`src/rtl/pft_pkg.sv`:
```
package pft_pkg;
  typedef enum logic [2:0] {
    ST_EMPTY  = 3'd0,
    ST_FILL   = 3'd1,
    ST_FULL   = 3'd2,
    ST_CUT    = 3'd3,
    ST_LEAVE  = 3'd4,
    ST_SHARED = 3'd5
  } frame_st_e;
endpackage

```
`src/rtl/pft_fifo.sv`:
```
module pft_fifo #(
  parameter int DEPTH = 4,
  parameter int W     = 10
) (
  input  logic         clk,
  input  logic         rst,
  input  logic         wr_en,
  input  logic [W-1:0] wr_data,
  input  logic         rd_en,
  output logic [W-1:0] rd_data,
  output logic         not_empty,
  output logic         is_full
);
  localparam int PTR_W = (DEPTH > 1) ? $clog2(DEPTH) : 1;
  localparam int CNT_W = $clog2(DEPTH + 1);

  logic [W-1:0]     mem [DEPTH];
  logic [PTR_W-1:0] wr_ptr, rd_ptr;
  logic [CNT_W-1:0] count;

  function automatic logic [PTR_W-1:0] bump(input logic [PTR_W-1:0] p);
    return (p == PTR_W'(DEPTH - 1)) ? '0 : p + 1'b1;
  endfunction

  always_ff @(posedge clk) begin
    if (wr_en) mem[wr_ptr] <= wr_data;
  end

  always_ff @(posedge clk) begin
    if (rst) begin
      wr_ptr <= '0;
      rd_ptr <= '0;
      count  <= '0;
    end else begin
      if (wr_en) wr_ptr <= bump(wr_ptr);
      if (rd_en) rd_ptr <= bump(rd_ptr);
      case ({wr_en, rd_en})
        2'b10:   count <= count + 1'b1;
        2'b01:   count <= count - 1'b1;
        default: count <= count;
      endcase
    end
  end

  assign rd_data   = mem[rd_ptr];
  assign not_empty = (count != '0);
  assign is_full   = (count == CNT_W'(DEPTH));


  no_overflow_chk: assert property (@(posedge clk) disable iff (rst)
    !(wr_en && is_full && !rd_en));

  no_underflow_chk: assert property (@(posedge clk) disable iff (rst)
    rd_en |-> not_empty);
endmodule

```
`src/rtl/pft_ctrl.sv`:
```
module pft_ctrl
  import pft_pkg::*;
(
  input  logic      clk,
  input  logic      rst,
  input  logic      enq_valid,
  input  logic      enq_head,
  input  logic      enq_tail,
  input  logic      deq_fire,
  input  logic      deq_head,
  input  logic      deq_tail,
  input  logic      store_full,
  input  logic      store_nonempty,
  output logic      enq_accept,
  output frame_st_e state_o,
  output logic      err_o,
  output logic      reroute_o
);
  frame_st_e state_q, mid_st, nxt_st;
  logic      err_q, reroute_q, reroute_n, legal;

  always_comb begin
    mid_st    = state_q;
    reroute_n = 1'b0;
    if (deq_fire) begin
      if (deq_head) begin
        if (mid_st == ST_FILL)      mid_st = ST_CUT;
        else if (mid_st == ST_FULL) mid_st = ST_LEAVE;
      end
      if (deq_tail) begin
        if (mid_st == ST_LEAVE) mid_st = ST_EMPTY;
        else if (mid_st == ST_SHARED) begin
          mid_st    = ST_FILL;
          reroute_n = 1'b1;
        end
      end
    end
  end

  always_comb begin
    legal  = 1'b0;
    nxt_st = mid_st;
    unique case (mid_st)
      ST_EMPTY:  if (enq_head) begin legal = 1'b1; nxt_st = enq_tail ? ST_FULL : ST_FILL; end
      ST_FILL:   if (!enq_head) begin legal = 1'b1; nxt_st = enq_tail ? ST_FULL : ST_FILL; end
      ST_CUT:    if (!enq_head) begin legal = 1'b1; nxt_st = enq_tail ? ST_LEAVE : ST_CUT; end
      ST_LEAVE:  if (enq_head && !enq_tail) begin legal = 1'b1; nxt_st = ST_SHARED; end
      ST_SHARED: if (!enq_head && !enq_tail) legal = 1'b1;
      default:   legal = 1'b0;
    endcase
    if (store_full && !deq_fire) legal = 1'b0;
    if (!enq_valid) begin
      legal  = 1'b0;
      nxt_st = mid_st;
    end else if (!legal) begin
      nxt_st = mid_st;
    end
  end

  assign enq_accept = legal;

  always_ff @(posedge clk) begin
    if (rst) begin
      state_q   <= ST_EMPTY;
      err_q     <= 1'b0;
      reroute_q <= 1'b0;
    end else begin
      state_q   <= nxt_st;
      err_q     <= err_q | (enq_valid & ~legal);
      reroute_q <= reroute_n;
    end
  end

  assign state_o   = state_q;
  assign err_o     = err_q;
  assign reroute_o = reroute_q;


  err_sticky_chk: assert property (@(posedge clk) disable iff (rst)
    err_q |=> err_q);

  empty_means_drained_chk: assert property (@(posedge clk) disable iff (rst)
    (state_q == ST_EMPTY) |-> !store_nonempty);

  reroute_after_shared_chk: assert property (@(posedge clk) disable iff (rst)
    (state_q == ST_SHARED && deq_fire && deq_tail) |=> reroute_q);

  full_rejects_chk: assert property (@(posedge clk) disable iff (rst)
    (state_q == ST_FULL && !deq_fire && enq_valid) |=> err_q);
endmodule

```
`src/rtl/pft_age.sv`:
```
module pft_age #(
  parameter int AGE_W = 8
) (
  input  logic             clk,
  input  logic             rst,
  input  logic             head_acc,
  output logic [AGE_W-1:0] age_o
);
  localparam logic [AGE_W-1:0] AGE_MAX = '1;

  always_ff @(posedge clk) begin
    if (rst || head_acc)       age_o <= '0;
    else if (age_o != AGE_MAX) age_o <= age_o + 1'b1;
  end


  age_restart_chk: assert property (@(posedge clk) disable iff (rst)
    head_acc |=> (age_o == '0));
endmodule

```
`src/rtl/pkt_frame_tracker.sv`:
```
module pkt_frame_tracker
  import pft_pkg::*;
#(
  parameter int DEPTH  = 4,
  parameter int DATA_W = 8,
  parameter int AGE_W  = 8
) (
  input  logic              clk,
  input  logic              rst,
  input  logic              enq_valid,
  input  logic              enq_head,
  input  logic              enq_tail,
  input  logic [DATA_W-1:0] enq_data,
  input  logic              deq_req,
  output logic              front_valid,
  output logic              front_head,
  output logic              front_tail,
  output logic [DATA_W-1:0] front_data,
  output logic [2:0]        state_o,
  output logic              reroute_req,
  output logic              credit_ret,
  output logic              proto_err,
  output logic [AGE_W-1:0]  age_o
);
  localparam int FW = DATA_W + 2;

  logic          deq_fire, enq_accept, store_full;
  logic [FW-1:0] rd_word;
  frame_st_e     st;

  assign deq_fire = deq_req & front_valid;

  pft_fifo #(.DEPTH(DEPTH), .W(FW)) u_store (
    .clk       (clk),
    .rst       (rst),
    .wr_en     (enq_accept),
    .wr_data   ({enq_head, enq_tail, enq_data}),
    .rd_en     (deq_fire),
    .rd_data   (rd_word),
    .not_empty (front_valid),
    .is_full   (store_full)
  );

  assign front_head = rd_word[FW-1];
  assign front_tail = rd_word[FW-2];
  assign front_data = rd_word[DATA_W-1:0];

  pft_ctrl u_ctrl (
    .clk            (clk),
    .rst            (rst),
    .enq_valid      (enq_valid),
    .enq_head       (enq_head),
    .enq_tail       (enq_tail),
    .deq_fire       (deq_fire),
    .deq_head       (front_head),
    .deq_tail       (front_tail),
    .store_full     (store_full),
    .store_nonempty (front_valid),
    .enq_accept     (enq_accept),
    .state_o        (st),
    .err_o          (proto_err),
    .reroute_o      (reroute_req)
  );

  assign state_o = st;

  pft_age #(.AGE_W(AGE_W)) u_age (
    .clk      (clk),
    .rst      (rst),
    .head_acc (enq_accept & enq_head),
    .age_o    (age_o)
  );

  always_ff @(posedge clk) begin
    if (rst) credit_ret <= 1'b0;
    else     credit_ret <= deq_fire;
  end


  credit_follows_read_chk: assert property (@(posedge clk) disable iff (rst)
    deq_fire |=> credit_ret);

  credit_only_on_read_chk: assert property (@(posedge clk) disable iff (rst)
    !deq_fire |=> !credit_ret);
endmodule

```
`config.mk`:
```
export PLATFORM = sky130hd
export DESIGN_NAME = pkt_frame_tracker
export DESIGN_NICKNAME = d
export VERILOG_FILES = /design/src/rtl/pft_pkg.sv /design/src/rtl/pft_fifo.sv /design/src/rtl/pft_ctrl.sv /design/src/rtl/pft_age.sv /design/src/rtl/pkt_frame_tracker.sv
export SDC_FILE = /design/constraint.sdc
export NUM_CORES = 1
export LEC_CHECK = 0
export BUFFER_PORTS_ARGS = -buffer_cell sky130_fd_sc_hd__buf_2
export CAP_MARGIN = 20
export CORE_MARGIN = 4
export CORE_UTILIZATION = 50
export CTS_CLUSTER_SIZE = 8
export DETAILED_ROUTE_END_ITERATION = 7
export GPL_ROUTABILITY_DRIVEN = 0
export PLACE_DENSITY = 0.71
export SETUP_SLACK_MARGIN = 0.3
export SKIP_CTS_REPAIR_TIMING = 1
export SYNTH_ARGS = -nofsm -noshare
export SYNTH_HDL_FRONTEND = slang
export SYNTH_SLANG_ARGS = --single-unit
```
`constraint.sdc`:
```
create_clock -name clk -period 3.8 [get_ports clk]
set_input_delay 0.19 -clock clk [delete_from_list [all_inputs] [get_ports clk]]
set_output_delay 0.19 -clock clk [all_outputs]
set_load 0.02 [all_outputs]
```
==> qor.txt, run 1 <==
Post-synth EDFFs: 40
syn avg cell area: 14.1 sq um
grt total ovfl: 0
hold_sp: enq_data[1]
Root Buffer: clkbuf_8
CP Class: register to register
initial antenna violation count: 0
worst endpoint required time: 4.06 ns
post-synthesis cell type count: 47
filler instances: 415
Setup Skew: 0.00544 ns
Yosys reg bits: 63
Fmax achieved: 0.326 GHz
H-Tree Depth: 3
DRC viols: 0
setup ws final: 0.737 ns
Port Buf Inserts: 38
routed wl met3: 318 um
WL final: 4.75 mm
initial core utilization: 0.525
CP max FO: 5
die area: 6710 sq um
Metal-1 WL: 2.09 mm
HP Class: primary input to register
clock latency on the worst-skew pair: 0.33 ns
critical path arrival: 3.32 ns
Core Footprint: 5200 sq um
clk slew on worst S/H paths: 0.07 ns
# IOs: 39
FFs w/ async S/R, synth: 0
VDD IR max: 0.331 mV
clock buffer count from CTS: 9
Startpoint Class: register
Met2 Routed Length: 2.26 mm
largest net degree at the start of global routing: 15
antenna viol nets, final: 0
TNS Setup: 0 ns
static leakage: 1.19 nW
max_slew headroom: 0.635
drt via density: 5.49
die span in y: 81.9 um
uppermost layer routed: met4
power density cells: 581 nW/um^2
CTS tree: done
multi-input logic area: 988 sq um
vias in the first global route: 1609
minimum clock period: 3.06 ns
final setup vio count: 0
commonest non-fill, non-tap cells in the layout: edfxtp_1, buf_2, dfxtp_1
commonest non-fill, non-tap cell in the layout: edfxtp_1
post-synth net total: 215
Placement Setup Slack: 0.740 ns
num rows: 26
layout cells sized above 1: 0.273
CP Capture Type: register
Top FF cell, synth: edfxtp_1
maximum clock path buffer count: 2
CTS Sinks: 63
Max Slew Vio Count: 0
total vias in the final route: 1713
final hold violation count: 0
Routed wire per std cell: 15.2 um
Detailed Place HPWL: 3.25 mm
Reg area: 1660 sq um
Die Width: 81.9 um
nets: 259
outcome: finished clean
Total GRT Usage: 0.162
Mapped Cells: 193
RSZ-0062 raised after global routing: no
Detailed Routing Iterations Pass 1: 4
sequential share of the synthesized area: 0.609
max_cap viols: 0
Worst Tran Pin Value: 0.547 ns
Initial DRC Count: 162
mapped cell area: 2730 sq um
number of synthesis warnings: 0
Tcrit/Tclk final: 0.806
Layout Area Growth over Synthesis: 16.8%
first-pass GRT wire length: 7.85 mm
n_diodes: 0
==> registers in the layout (all words and copies together) (netlist names), named ones only <==
name	count
u_ctrl.err_o	1
u_age.age_o	8
u_ctrl.state_o	3
credit_ret	1
u_store.rd_ptr	2
u_store.wr_ptr	2
u_store.mem	40
u_store.count	3
u_ctrl.reroute_o	1
==> cells by family (layout without fill, tap and decap cells) <==
group / after synthesis / count (layout) / share of synthesized area
flip-flops: 63 / 63 / 0.609
AND/OR/NAND/NOR: 50 / 50 / 0.106
AO/OA/AOI/OAI: 37 / 37 / 0.0990
buffers and inverters: 17 / 66 / 0.0293
multiplexers: 12 / 12 / 0.0981
adder cells (fa/ha/maj): 8 / 8 / 0.0394
XOR/XNOR: 6 / 6 / 0.0192
==> area by class of cell <==
| class | count | area share |
|---|---|---|
| repair buffers | 39 | 0.0620 |
| well taps | 70 | 0.0275 |
| clock inverters | 6 | 0.0267 |
| flip-flops and latches | 63 | 0.521 |
| multi-input cells | 113 | 0.310 |
| inverters | 11 | 0.0129 |
| clock buffers | 10 | 0.0400 |
==> final timing paths <==
check | endpoint | slack (ns) | cells past startpoint
worst min register to register | u_ctrl.err_o | 0.45 | 2
worst max register to register | u_store.count[2] | 0.74 | 11
worst max-delay path | u_store.count[2] | 0.74 | 11
worst min-delay path | u_store.mem[2][1] | 0.07 | 1
==> critical path, cell delays in order (launching register included) <==
cell,delay [ns]
dfxtp_1,0.47
mux4_2,0.62
and4_4,0.22
o211ai_1,0.29
nor2_1,0.10
inv_1,0.06
ha_1,0.17
inv_1,0.06
fa_1,0.37
xor2_1,0.15
or3_1,0.31
a21oi_1,0.15
==> per-stage QoR <==
stage	std cells	utilization	hold WS [ns]	power [W]	instance area, sq um
after floorplan	193	-	0.259	0.00115	2730
after global placement	296	0.572	0.406	0.00125	2980
after detailed placement	296	0.572	0.408	0.00126	2980
after CTS	312	0.613	0.0538	0.00188	3190
after global routing	312	0.613	0.0461	0.00196	3190
final	312	0.613	0.0696	0.00185	3190
==> cells in the mapped netlist (2+ instances only) <==
master / n / area share
a21oi_1: 11 / 0.020
a31oi_1: 4 / 0.0092
a32oi_1: 2 / 0.0064
and3_1: 7 / 0.016
buf_6: 2 / 0.0082
clkbuf_1: 3 / 0.0041
dfxtp_1: 23 / 0.17
edfxtp_1: 40 / 0.44
ha_1: 7 / 0.032
inv_1: 10 / 0.014
mux2i_1: 2 / 0.0073
mux4_1: 6 / 0.058
mux4_2: 4 / 0.033
nand2_1: 7 / 0.0096
nand3_1: 5 / 0.0092
nor2_1: 13 / 0.018
nor3_1: 3 / 0.0055
nor3_2: 2 / 0.0073
o211ai_1: 2 / 0.0055
o21ai_0: 7 / 0.013
or3_1: 2 / 0.0046
xor2_1: 6 / 0.019
==> layer usage <==
layer	GRT usage	vias to the layer above
met5	0	-
met4	0.0648	0
met3	0.0493	8
met2	0.242	57
met1	0.220	809
li1	-	839
==> where the power goes <==
group / switching, W / leakage, nW / internal (W)
Combinational: 0.000235 / 0.540 / 0.000176
Clock: 0.000246 / 0.104 / 0.000367
Sequential: 0.0000500 / 0.551 / 0.000781
Total: 0.000531 / 1.19 / 0.00132
(Power assumes the default switching activity.)
==> run 2, diff against run 1 <==
--- a/config.mk
+++ b/config.mk
@@ -12,7 +12,7 @@
 export CTS_CLUSTER_SIZE = 8
 export DETAILED_ROUTE_END_ITERATION = 7
 export GPL_ROUTABILITY_DRIVEN = 0
-export PLACE_DENSITY = 0.71
+export PLACE_DENSITY = 0.74
 export SETUP_SLACK_MARGIN = 0.3
 export SKIP_CTS_REPAIR_TIMING = 1
 export SYNTH_ARGS = -nofsm -noshare
==> constraint.sdc (replaced) <==
create_clock -name clk -period 2.75 [get_ports clk]
set_input_delay 0.1375 -clock clk [delete_from_list [all_inputs] [get_ports clk]]
set_output_delay 0.1375 -clock clk [all_outputs]
set_load 0.02 [all_outputs]
==> run 2 against run 1 <==
Net effect:
- clock skew is 0.0024 ns higher
- routed wire length is 3.3% higher
- maximum frequency is 14% higher
- utilization is 3.6 points higher
- global-route usage is 0.29 points lower
- critical path type unchanged
==> qor.txt, run 2 (synthesis gave the netlist of run 1 again) <==
Worst Tran Pin Value: 0.476 ns
number of flip-flops in the largest register: 40
antenna viol nets, final: 0
Detailed Routing Iterations Pass 1: 4
peak per-stage delay on the critical path: 0.56 ns
Setup Skew: 0.00788 ns
# IOs: 39
power density cells: 744 nW/um^2
Core Footprint: 5200 sq um
outcome: finished clean
dpl cells: 307
worst endpoint required time: 3.02 ns
Metal-1 WL: 2.16 mm
total vias in the final route: 1753
Die Width: 81.9 um
HP Class: primary input to register
max_cap viols: 0
layout cells sized above 1: 0.353
vias in the first global route: 1634
largest registers: u_store.mem: 40 flops, u_age.age_o: 8 flops
final setup vio count: 0
filler instances: 395
Port Buf Inserts: 38
Initial DRC Count: 105
CP Class: register to register
Root Buffer: clkbuf_8
clock buffer count from CTS: 9
routed wl met3: 298 um
maximum clock path buffer count: 2
Detailed Place HPWL: 3.32 mm
CTS tree: done
reg2reg end: u_store.count[2]
Fmax achieved: 0.373 GHz
Met2 Routed Length: 2.36 mm
num rows: 26
nets: 275
WL final: 4.91 mm
CTS Sinks: 63
crit-path cells: mux4_2 > and4_4 > o211ai_1 > nor2_2 > inv_2 > ha_4 > inv_2 > fa_2 > xor2_1 > or3_1 > a21oi_1
clk slew on worst S/H paths: 0.07 ns
Non-Filler Instances: 328
initial antenna violation count: 0
first-pass GRT wire length: 7.61 mm
Total GRT Usage: 0.159
static leakage: 1.27 nW
die area: 6710 sq um
initial core utilization: 0.525
largest net degree at the start of global routing: 15
Slowest-stage cell, CP: mux4_2
delay-heaviest family, CP: simple AND/OR/NAND/NOR gates
Worst R2R Setup Slack: 0.07 ns
minimum clock period: 2.68 ns
Max Slew Vio Count: 0
worst-case reg-to-reg path depth: 11
uppermost layer routed: met4
drt via density: 5.34
crit path to: u_store.count[2]
VDD IR max: 0.382 mV
clock latency on the worst-skew pair: 0.34 ns
Levels on crit path: 11
max_slew headroom: 0.680
Biggest register: u_store.mem
commonest non-fill, non-tap cells in the layout: edfxtp_1, buf_2, dfxtp_1
grt total ovfl: 0
final hold violation count: 0
n_diodes: 0
Tcrit/Tclk final: 0.975
Startpoint Class: register
commonest non-fill, non-tap cell in the layout: edfxtp_1
die span in y: 81.9 um
CP Capture Type: register
H-Tree Depth: 3
buffers plus inverters on the worst setup path: 2
most frequent CP cell: inv_2
RSZ-0062 raised after global routing: yes
critical path arrival: 2.95 ns
worst hold margin: 0.00891 ns
Routed wire per std cell: 15.0 um
Layout Area Growth over Synthesis: 23.6%
DRC viols: 0
CP max FO: 4
[run 2: cell types whose count changed in the layout (fill, tap and decap cells not counted), sizes merged]
cell	before	now
buf	39	54
clkbuf	10	11
bufinv	2	0
clkinvlp	1	2
dlygate4sd3	0	1
[run 2: routing by layer]
| metal | global-route usage | vias to the layer above |
|---|---|---|
| met4 | 0.0930 | 0 |
| met1 | 0.209 | 825 |
| met5 | 0 | - |
| met3 | 0.0537 | 9 |
| met2 | 0.228 | 49 |
| li1 | - | 870 |
[run 2: per-stage QoR]
stage / cell area [sq um] / TNS, ns / utilization / total power (W) / setup slack, ns
final: 3380 / 0 / 0.649 / 0.00251 / 0.0688
after global routing: 3380 / -0.0423 / 0.649 / 0.00265 / -0.0423
after CTS: 3290 / -0.0105 / 0.632 / 0.00249 / -0.0105
after detailed placement: 3120 / 0 / 0.599 / 0.00178 / 0.0233
after global placement: 3120 / 0 / 0.599 / 0.00178 / 0.0887
after floorplan: 2740 / -0.113 / - / 0.00160 / -0.113
[run 2: worst register-to-register path, cell delays in order, from the launching register on]
cell      delay, ns
dfxtp_2        0.36
mux4_2         0.57
and4_4         0.22
o211ai_1       0.25
nor2_2         0.07
inv_2          0.07
ha_4           0.13
inv_2          0.03
fa_2           0.33
xor2_1         0.16
or3_1          0.31
a21oi_1        0.12
[run 2: worst min path at each step]
stage,startpoint,end,slack (ns),cells after the start
after floorplan,rst,u_ctrl.state_o[2],0.21,1
after global placement,enq_data[2],u_store.mem[2][2],0.35,1
after detailed placement,enq_data[2],u_store.mem[0][2],0.36,1
after CTS,enq_data[2],u_store.mem[3][2],-0.006,1
after global routing,enq_data[0],u_store.mem[1][0],0.0001,1
final,enq_data[2],u_store.mem[3][2],0.009,1
[run 2: where the power goes]
part	internal, W	total, W	switching (W)
combinational	0.000311	0.000670	0.000359
clock	0.000349	0.000703	0.000353
sequential	0.00108	0.00114	0.0000598
[run 2: layout make-up]
cell class                 instances  area (sq um)  share of cell area
tap                               70          87.6              0.0259
timing repair buffer              55           378               0.112
inverter                          11          41.3              0.0122
clock buffer                      11           141              0.0419
multi-input combinational        113          1030               0.305
clock inverter                     5          33.8              0.0100
sequential                        63          1660               0.493
